<file path="config.mk">
export PLATFORM = sky130hd
export DESIGN_NAME = dpll_lock_monitor
export DESIGN_NICKNAME = d
export VERILOG_FILES = /design/src/rtl/dlm_pkg.sv /design/src/rtl/dlm_ref_activity.sv /design/src/rtl/dlm_lock_tracker.sv /design/src/rtl/dlm_holdover_flags.sv /design/src/rtl/dpll_lock_monitor.sv
export SDC_FILE = /design/constraint.sdc
export NUM_CORES = 1
export LEC_CHECK = 0
export CAP_MARGIN = 20
export CORE_MARGIN = 5
export CORE_UTILIZATION = 30
export CTS_CLUSTER_SIZE = 8
export DETAILED_ROUTE_END_ITERATION = 10
export GPL_ROUTABILITY_DRIVEN = 1
export PLACE_DENSITY = 0.5
export SYNTH_ARGS = -nofsm -noshare
export SYNTH_HDL_FRONTEND = slang
export SYNTH_SLANG_ARGS = --single-unit
</file>
<file path="constraint.sdc">
create_clock -name clk -period 2.5 [get_ports clk]
set_clock_uncertainty 0.15 [all_clocks]
set_input_delay 0.625 -clock clk [delete_from_list [all_inputs] [get_ports clk]]
set_output_delay 0.625 -clock clk [all_outputs]
set_load 0.02 [all_outputs]
</file>
<file path="src/rtl/dlm_pkg.sv">
package dlm_pkg;

    localparam int unsigned DLM_NUM_REF       = 4;
    localparam int unsigned DLM_ACT_WIN_DEF   = 16;
    localparam int unsigned DLM_LOCK_QUAL_DEF = 8;
    localparam int unsigned DLM_LOCK_TMO_DEF  = 4096;

    // Status word seen at the top-level output
    typedef struct packed {
        logic [2:0] rsvd;
        logic       hold_built;
        logic       hold_avail;
        logic       locked;
        logic       lol;
        logic       los;
    } dlm_status_t;

    // Lock tracker flags
    typedef struct packed {
        logic locked;
        logic lol;
        logic mask;
    } dlm_lock_t;

    // Holdover strobe decode, highest priority first
    typedef enum logic [1:0] {
        HIST_IDLE  = 2'd0,
        HIST_START = 2'd1,
        HIST_DONE  = 2'd2,
        HIST_FLUSH = 2'd3
    } dlm_hist_cmd_e;

    function automatic dlm_hist_cmd_e dlm_hist_decode(
        input logic start_p,
        input logic done_p,
        input logic flush_p
    );
        if (flush_p)      return HIST_FLUSH;
        else if (done_p)  return HIST_DONE;
        else if (start_p) return HIST_START;
        else              return HIST_IDLE;
    endfunction

endpackage

</file>
<file path="src/rtl/dlm_ref_activity.sv">
module dlm_ref_activity
    import dlm_pkg::*;
#(
    parameter int unsigned ACT_WIN = DLM_ACT_WIN_DEF,
    localparam int unsigned CW = (ACT_WIN > 1) ? $clog2(ACT_WIN) : 1
) (
    input  logic clk,
    input  logic rst,
    input  logic ref_async,
    output logic los
);

    logic          sync_a, sync_b, sync_c;
    logic          rise;
    logic [CW-1:0] idle_q;
    logic          los_q;

    // Two-stage synchronizer plus one stage for edge detection
    always_ff @(posedge clk) begin
        if (rst) begin
            sync_a <= 1'b0;
            sync_b <= 1'b0;
            sync_c <= 1'b0;
        end else begin
            sync_a <= ref_async;
            sync_b <= sync_a;
            sync_c <= sync_b;
        end
    end

    assign rise = sync_b & ~sync_c;

    // Idle window: count clocks since the last detected rising edge
    always_ff @(posedge clk) begin
        if (rst) begin
            idle_q <= '0;
            los_q  <= 1'b0;
        end else if (rise) begin
            idle_q <= '0;
            los_q  <= 1'b0;
        end else if (idle_q == CW'(ACT_WIN - 1)) begin
            los_q  <= 1'b1;
        end else begin
            idle_q <= idle_q + 1'b1;
        end
    end

    assign los = los_q;

endmodule

</file>
<file path="src/rtl/dlm_lock_tracker.sv">
module dlm_lock_tracker
    import dlm_pkg::*;
#(
    parameter int unsigned LOCK_QUAL = DLM_LOCK_QUAL_DEF,
    parameter int unsigned LOCK_TMO  = DLM_LOCK_TMO_DEF,
    localparam int unsigned QW = $clog2(LOCK_QUAL + 1),
    localparam int unsigned TW = (LOCK_TMO > 1) ? $clog2(LOCK_TMO) : 1
) (
    input  logic clk,
    input  logic rst,
    input  logic phase_ok,
    input  logic auto_switch,
    output logic locked,
    output logic lol
);

    logic [QW-1:0] qual_q, qual_d;
    logic [TW-1:0] tmo_q, tmo_d;
    dlm_lock_t     st_q, st_d;
    logic          qualified;
    logic          lock_drop;
    logic          mask_eff;
    logic          tmo_fire;

    // Qualification counter: consecutive high samples, saturating
    always_comb begin
        if (auto_switch || !phase_ok)
            qual_d = '0;
        else if (qual_q == QW'(LOCK_QUAL))
            qual_d = qual_q;
        else
            qual_d = qual_q + 1'b1;
    end

    assign qualified = (qual_d == QW'(LOCK_QUAL));
    assign lock_drop = st_q.locked && !phase_ok;
    assign mask_eff  = st_q.mask || auto_switch;
    assign tmo_fire  = !auto_switch && !qualified && (tmo_q == TW'(LOCK_TMO - 1));

    // Timeout counter: clocks without qualification, saturating
    always_comb begin
        if (auto_switch || qualified)
            tmo_d = '0;
        else if (tmo_fire)
            tmo_d = tmo_q;
        else
            tmo_d = tmo_q + 1'b1;
    end

    // Flag update
    always_comb begin
        st_d        = st_q;
        st_d.locked = phase_ok && (st_q.locked || qualified);
        if (qualified)
            st_d.lol = 1'b0;
        else if (tmo_fire)
            st_d.lol = 1'b1;
        else if (lock_drop && !mask_eff)
            st_d.lol = 1'b1;
        if (auto_switch)
            st_d.mask = 1'b1;
        else if (qualified || tmo_fire)
            st_d.mask = 1'b0;
    end

    always_ff @(posedge clk) begin
        if (rst) begin
            qual_q <= '0;
            tmo_q  <= '0;
            st_q   <= '0;
        end else begin
            qual_q <= qual_d;
            tmo_q  <= tmo_d;
            st_q   <= st_d;
        end
    end

    assign locked = st_q.locked;
    assign lol    = st_q.lol;

endmodule

</file>
<file path="src/rtl/dlm_holdover_flags.sv">
module dlm_holdover_flags
    import dlm_pkg::*;
(
    input  logic clk,
    input  logic rst,
    input  logic hist_start,
    input  logic hist_done,
    input  logic hist_flush,
    output logic avail,
    output logic built
);

    dlm_hist_cmd_e cmd;
    logic          avail_q, built_q;

    assign cmd = dlm_hist_decode(hist_start, hist_done, hist_flush);

    always_ff @(posedge clk) begin
        if (rst) begin
            avail_q <= 1'b0;
            built_q <= 1'b0;
        end else begin
            case (cmd)
                HIST_FLUSH: begin
                    avail_q <= 1'b0;
                    built_q <= 1'b0;
                end
                HIST_DONE: begin
                    avail_q <= 1'b1;
                    built_q <= 1'b1;
                end
                HIST_START: built_q <= 1'b0;
                default: ;
            endcase
        end
    end

    assign avail = avail_q;
    assign built = built_q;

endmodule

</file>
<file path="src/rtl/dpll_lock_monitor.sv">
module dpll_lock_monitor
    import dlm_pkg::*;
#(
    parameter int unsigned NUM_REF   = DLM_NUM_REF,
    parameter int unsigned ACT_WIN   = DLM_ACT_WIN_DEF,
    parameter int unsigned LOCK_QUAL = DLM_LOCK_QUAL_DEF,
    parameter int unsigned LOCK_TMO  = DLM_LOCK_TMO_DEF,
    localparam int unsigned SEL_W = (NUM_REF > 1) ? $clog2(NUM_REF) : 1
) (
    input  logic               clk,
    input  logic               rst,
    input  logic [NUM_REF-1:0] ref_in,
    input  logic [SEL_W-1:0]   ref_sel,
    input  logic               phase_ok,
    input  logic               auto_switch,
    input  logic               hist_start,
    input  logic               hist_done,
    input  logic               hist_flush,
    output logic [7:0]         status
);

    localparam bit SEL_FULL = ((1 << SEL_W) == NUM_REF);

    logic [NUM_REF-1:0] los_vec;
    logic               los_sel;
    logic               locked, lol;
    logic               avail, built;
    dlm_status_t        stat;

    for (genvar g = 0; g < NUM_REF; g++) begin : g_ref
        dlm_ref_activity #(.ACT_WIN(ACT_WIN)) u_act (
            .clk       (clk),
            .rst       (rst),
            .ref_async (ref_in[g]),
            .los       (los_vec[g])
        );
    end

    // Select the active reference's flag; out-of-range selects read as no signal
    if (SEL_FULL) begin : g_sel_full
        assign los_sel = los_vec[ref_sel];
    end else begin : g_sel_part
        always_comb begin
            los_sel = 1'b1;
            for (int i = 0; i < NUM_REF; i++)
                if (ref_sel == SEL_W'(i)) los_sel = los_vec[i];
        end
    end

    dlm_lock_tracker #(
        .LOCK_QUAL (LOCK_QUAL),
        .LOCK_TMO  (LOCK_TMO)
    ) u_lock (
        .clk         (clk),
        .rst         (rst),
        .phase_ok    (phase_ok),
        .auto_switch (auto_switch),
        .locked      (locked),
        .lol         (lol)
    );

    dlm_holdover_flags u_hold (
        .clk        (clk),
        .rst        (rst),
        .hist_start (hist_start),
        .hist_done  (hist_done),
        .hist_flush (hist_flush),
        .avail      (avail),
        .built      (built)
    );

    always_comb begin
        stat            = '0;
        stat.los        = los_sel;
        stat.lol        = lol;
        stat.locked     = locked;
        stat.hold_avail = avail;
        stat.hold_built = built;
    end

    assign status = stat;

endmodule

</file>
==> qor.txt, run 1 <==
Worst EP arrival -> 1.54 ns
Area contributors post-synth -> dfxtp_1, nor2_1, a211oi_1
GRT Total Usage -> 9.28%
Post-cts sizing count -> 7
Max Buffers Root-to-Sink -> 2
Worst EP required -> 1.73 ns
Worst setup EP type -> output port
Achievable clock frequency -> 433 MHz
Initial antenna violation count -> 0
Sequential-to-total area share from yosys stat -> 46.4%
Num CTS Buffers -> 5
Crit Reg-Reg Startpoint -> u_lock.qual_q[0]
Synth Register Bits -> 53
RSZ-0062 raised after global routing -> false
Pre-antenna DRT Iters -> 4
Synth warnings -> 0
Setup-failing EPs final -> 0
Routed vias -> 1621
Hold WS -> 0.278 ns
CTS tree -> done
Share of layout cells above drive strength 1 -> 8.68%
Post-synth EDFFs -> 0
Final Max Tran Viols -> 0
Grt met2 use -> 14.0%
CP Max Fanout -> 1
WL per Instance -> 10.9 um
Gpl congestion -> 0.718
Least-Margin Pin Slew -> 0.628 ns
Die Ht -> 97.3 um
Total power -> 1520 uW
Busiest grt layer -> met2
Area Growth Syn to Fin -> 15.5%
Global route overflow -> 0
Most common cell after layout, fill and taps aside -> dfxtp_1
Outcome -> finished, final reports clean
Post-CTS Setup Inserts -> 0
Dpl cells -> 356
Port bufs -> 17
Min-Delay Endpoint -> g_ref[0].u_act.sync_c
Slew HR -> 57.7%
Via-to-Cell Ratio -> 4.45
Startpoint types -> input pin
Fraction of registers with async set/reset -> 0%
Final WL -> 3960 um
Hold path startpoint -> g_ref[0].u_act.sync_b
Synth Flop Type -> dfxtp_1
Skew-Pair Late Insertion Delay -> 0.30 ns
Number of global-route vias before repair -> 1638
Power density of the placed cells -> 574 mW/mm2
R2R setup slack -> 0.43 ns
Fin nets -> 284
Antenna-violating nets left -> 0
Final period util -> 92.4%
Worst vdd ir -> 0.209 mV
Netlist cell types -> 43
Placed cell areas -> 0.00254 mm2
Count of final hold-check violations -> 0
Leading area contributor after synthesis -> dfxtp_1
DRT iter0 DRCs -> 44
I/O pin total -> 21
Final HPWL DP -> 2880 um
Die area -> 0.00948 mm2
Most frequent cells in the layout -> dfxtp_1, nor2_1, nand3_1
Core box area -> 0.00733 mm2
DRC -> 0
Mapped Area -> 0.00229 mm2
Clk slew on worst S/H paths -> 0.11 ns
Type of the most critical hold path -> flip-flop to flip-flop
Worst flop-to-flop path endpoint -> u_lock.tmo_q[2]
Cell count of the worst hold path -> 2
Fin area -> 0.00264 mm2
CTS sink cnt -> 53
Post-Layout Cell Count -> 364
Diodes inserted -> 0
Synth top area share -> 46.4%
Synth Instances -> 245
Critical Setup Path Class -> input pin to output port
Initial core utilization -> 31.2%
Post-CTS Hold Buffers -> 0
Leak -> 0.000975 uW
H-tree depth -> 2
Root buffer cell -> clkbuf_8
Filler instances -> 758
Reg2Reg Depth -> 7
Reported max-cap violation count -> 0
FP Rows -> 31
Global-route wire length before repair -> 7560 um
Largest net degree at the start of global routing -> 20
M1 GR Usage -> 13.1%
Die width -> 97.3 um
M3 GR Usage -> 2.08%
Avg Cell Area, Syn -> 9.34 um2
Crit path time final -> 2.31 ns
## cell type report
| cell class | count | area [um2] | area share [%] |
|---|---|---|---|
| clock inverters | 3 | 28.8 | 1.09 |
| flip-flops and latches | 53 | 1060 | 40.2 |
| repair buffers | 23 | 215 | 8.14 |
| clock buffers | 5 | 68.8 | 2.60 |
| inverters | 14 | 52.6 | 1.99 |
| well taps | 99 | 124 | 4.69 |
| multi-input cells | 167 | 1090 | 41.3 |
## power by group
part | leakage, uW | internal (uW) | switching (uW)
clock network | 0.0000506 | 210 | 305
logic | 0.000492 | 52.7 | 51.8
registers | 0.000432 | 873 | 23.3
## per-layer routing
| metal | wire length [um] | up-vias |
|---|---|---|
| li1 | - | 891 |
| met1 | 2160 | 710 |
| met2 | 1680 | 18 |
| met3 | 104 | 2 |
| met4 | 24 | 0 |
| met5 | 0 | - |
## state kept, by name, indices dropped and copies added (netlist names)
name and flops:
g_ref.u_act.idle_q 16, g_ref.u_act.los 4, g_ref.u_act.sync_a 4, g_ref.u_act.sync_b 4
g_ref.u_act.sync_c 4, u_hold.avail 1, u_hold.built 1, u_lock.locked 1
u_lock.lol 1, u_lock.qual_q 4, u_lock.st_q 1, u_lock.tmo_q 12
## Yosys cell counts (all sizes together), types with 4 or more instances
library cell	n
nor2b	9
ha	7
nor2	32
a21oi	5
buf	10
a31oi	4
dfxtp	53
nor3	11
nand2	11
xnor2	7
o21ai	9
inv	14
mux2i	6
a211oi	13
nand3	17
or3	6
## kinds of logic (layout without fill, tap and decap cells)
logic type	count (synthesis)	count (layout)	synth area share, %
AOI/OAI and AO/OA	40	40	12.9
adders and majority gates	7	7	3.83
other	1	3	0.164
DFF	53	53	46.4
buffers and inverters	27	45	6.23
and+or+nand+nor	100	100	23.1
xor gates and xnor gates	10	10	3.83
muxes	7	7	3.61
## critical path, stage by stage
cell and delay [ns]:
clkdlybuf4s50_1 0.46, mux4_2 0.30, buf_6 0.15
## metrics by stage
stage               TNS (ns)  setup WS [ns]  util (%)
floorplan                  0          0.475         -
global placement      -0.424         -0.424      34.7
detailed placement    -0.420         -0.420      34.7
CTS                        0          0.189      36.0
global route               0          0.155      36.0
finish                     0          0.189      36.0
## how the worst max path moves through the flow
stage	from	endpoint	slack [ns]	cells after the start
floorplan	ref_sel[0]	status[0]	0.48	2
global placement	ref_sel[0]	status[0]	-0.42	3
detailed placement	ref_sel[0]	status[0]	-0.42	3
CTS	ref_sel[1]	status[0]	0.19	3
global route	ref_sel[1]	status[0]	0.15	3
finish	ref_sel[1]	status[0]	0.19	3
(Power assumes the default switching activity.)
==> run 2: changes to the inputs <==
Settings changed: CTS_BUF_LIST set to sky130_fd_sc_hd__clkbuf_16, CTS_CLUSTER_DIAMETER set to 100.
==> qor.txt, run 2 (synthesis gave the netlist of run 1 again) <==
Worst flop-to-flop path endpoint -> u_lock.tmo_q[2]
FP Rows -> 31 (unchanged)
Hold WS -> 0.274 ns (-0.00437 ns)
Initial antenna violation count -> 0 (unchanged)
Total power -> 1720 uW (+13%)
Global route overflow -> 0 (unchanged)
Comb power frac -> 6.1% (-0.8 points)
Part of the power in registers -> 52.2% (-6.9 points)
Fin nets -> 284 (unchanged)
Crit Reg-Reg Startpoint -> u_lock.qual_q[0]
Worst vdd ir -> 0.400 mV (+91%)
DRT iter0 DRCs -> 38 (-14%)
Critical Path Source -> ref_sel[1]
Max Buffers Root-to-Sink -> 2 (unchanged)
CP Max Fanout -> 1 (unchanged)
Worst EP arrival -> 1.54 ns (about the same)
Count of final hold-check violations -> 0 (unchanged)
Type of the most critical hold path -> flip-flop to flip-flop
CTS sink cnt -> 53 (unchanged)
Initial core utilization -> 31.2% (unchanged)
Final setup TNS -> 0 ns (unchanged)
Post-CTS Hold Buffers -> 0 (unchanged)
Worst EP required -> 1.73 ns (about the same)
Int Pwr -> 1310 uW (+15%)
Diodes inserted -> 0 (unchanged)
Crit path to -> status[0]
RSZ-0062 raised after global routing -> false
Setup-failing EPs final -> 0 (unchanged)
Most frequent cells in the layout -> dfxtp_1, nor2_1, nand3_1
Root buffer cell -> clkbuf_16
Clock share of power -> 41.7% (+7.7 points)
Die area -> 0.00948 mm2 (unchanged)
Final period util -> 92.4% (unchanged)
Pre-antenna DRT Iters -> 4 (unchanged)
I/O pin total -> 21 (unchanged)
Die Ht -> 97.3 um (unchanged)
Clk slew on worst S/H paths -> 0.07 ns (-0.04 ns)
Share of layout cells above drive strength 1 -> 8.68% (unchanged)
Worst setup EP type -> output port
Gpl congestion -> 0.718 (unchanged)
Port bufs -> 17 (unchanged)
Most common cell after layout, fill and taps aside -> dfxtp_1
Power density of the placed cells -> 636 mW/mm2 (+11%)
Critical Setup Path Class -> input pin to output port
Max reg flops -> 16 (unchanged)
Achievable clock frequency -> 433 MHz (unchanged)
GRT Total Usage -> 9.50% (+0.22 points)
Antenna-violating nets left -> 0 (unchanged)
R2R setup slack -> 0.43 ns (about the same)
H-tree depth -> 2 (unchanged)
Startpoint types -> input pin
Leak -> 0.00100 uW (+2.6%)
Net Sw Frac -> 23.7% (-1.4 points)
Largest net degree at the start of global routing -> 20 (unchanged)
WL per Instance -> 11.0 um (+1.5%)
Final HPWL DP -> 2880 um (unchanged)
Number of global-route vias before repair -> 1631 (-0.43%)
Final Max Tran Viols -> 0 (unchanged)
CTS tree -> done
Util after Layout -> 36.8% (+0.77 points)
Area Growth Syn to Fin -> 17.9%
Largest register by flop count -> g_ref.u_act.idle_q
Reg2Reg Depth -> 7 (unchanged)
Via-to-Cell Ratio -> 4.49 (+0.93%)
Global-route wire length before repair -> 7600 um (+0.54%)
Switch Pwr -> 406 uW (+6.7%)
Routed vias -> 1636 (+0.93%)
Num CTS Buffers -> 5 (unchanged)
Outcome -> finished, final reports clean
Die width -> 97.3 um (unchanged)
Skew-Pair Late Insertion Delay -> 0.29 ns (about the same)
Top flop regs -> g_ref.u_act.idle_q: 16 flops, u_lock.tmo_q: 12 flops
Crit path time final -> 2.31 ns (unchanged)
Slew HR -> 57.1% (-0.61 points)
DRC -> 0 (unchanged)
Reported max-cap violation count -> 0 (unchanged)
Least-Margin Pin Slew -> 0.637 ns (+0.00910 ns)
Final WL -> 4020 um (+1.5%)
Core box area -> 0.00733 mm2 (unchanged)
[run 2: cell count changes in the layout (fill, tap and decap cells not counted)]
cell	previous run	this run
clkbuf_16	0	5
clkbuf_8	5	0
[run 2: area by class of cell]
class                      instances  area, um2
sequential                        53       1060
tap                               99        124
inverter                          14       52.6
multi-input combinational        167       1090
timing repair buffer              23        215
fill                             751       4630
clock inverter                     3       28.8
clock buffer                       5        125
[run 2: worst min-delay path by stage]
| stage | start | to | slack (ns) | depth (start not counted) |
|---|---|---|---|---|
| floorplan | g_ref[1].u_act.sync_b | g_ref[1].u_act.sync_c | 0.25 | 2 |
| global placement | g_ref[2].u_act.sync_b | g_ref[2].u_act.sync_c | 0.27 | 2 |
| detailed placement | g_ref[1].u_act.sync_b | g_ref[1].u_act.sync_c | 0.26 | 2 |
| CTS | g_ref[1].u_act.sync_b | g_ref[1].u_act.sync_c | 0.28 | 2 |
| global route | g_ref[0].u_act.sync_b | g_ref[0].u_act.sync_c | 0.30 | 2 |
| finish | g_ref[1].u_act.sync_b | g_ref[1].u_act.sync_c | 0.27 | 2 |
[run 2: critical path: stages]
cell,delay (ns)
clkdlybuf4s50_1,0.46
mux4_2,0.30
buf_6,0.15
[run 2: metrics by stage]
stage	area (um2)	worst slack, ns	std cells
finish	2700	0.189	364
global route	2700	0.155	364
CTS	2700	0.189	364
detailed placement	2540	-0.420	356
global placement	2540	-0.424	356
floorplan	2300	0.475	247
[run 2: power groups by stage]
stage                     logic, uW  clock network, uW  registers [uW]
final                           105                715             896
after floorplan                72.1                  0             910
after detailed placement        107                  0             915
after global routing            122                777             901
after global placement          106                  0             915
after CTS                       107                743             895
[run 2: metal layers]
metal	wire, um	GRT usage (%)
met5	0	0
met4	56	3.51
met3	132	2.73
met2	1680	14.1
met1	2150	13.1
[run 2: timing repair]
| action | in CTS | in global routing |
|---|---|---|
| endpoints found under the setup margin | 1 | 0 |
| gates resized for setup | 7 | 0 |
| setup buffers | 0 | 0 |
==> run 3: changes to the inputs <==
Settings changed: SLEW_MARGIN set to 20.
==> results of run 3 <==
The final DEF is identical to that of run 2; final timing and power are the same.
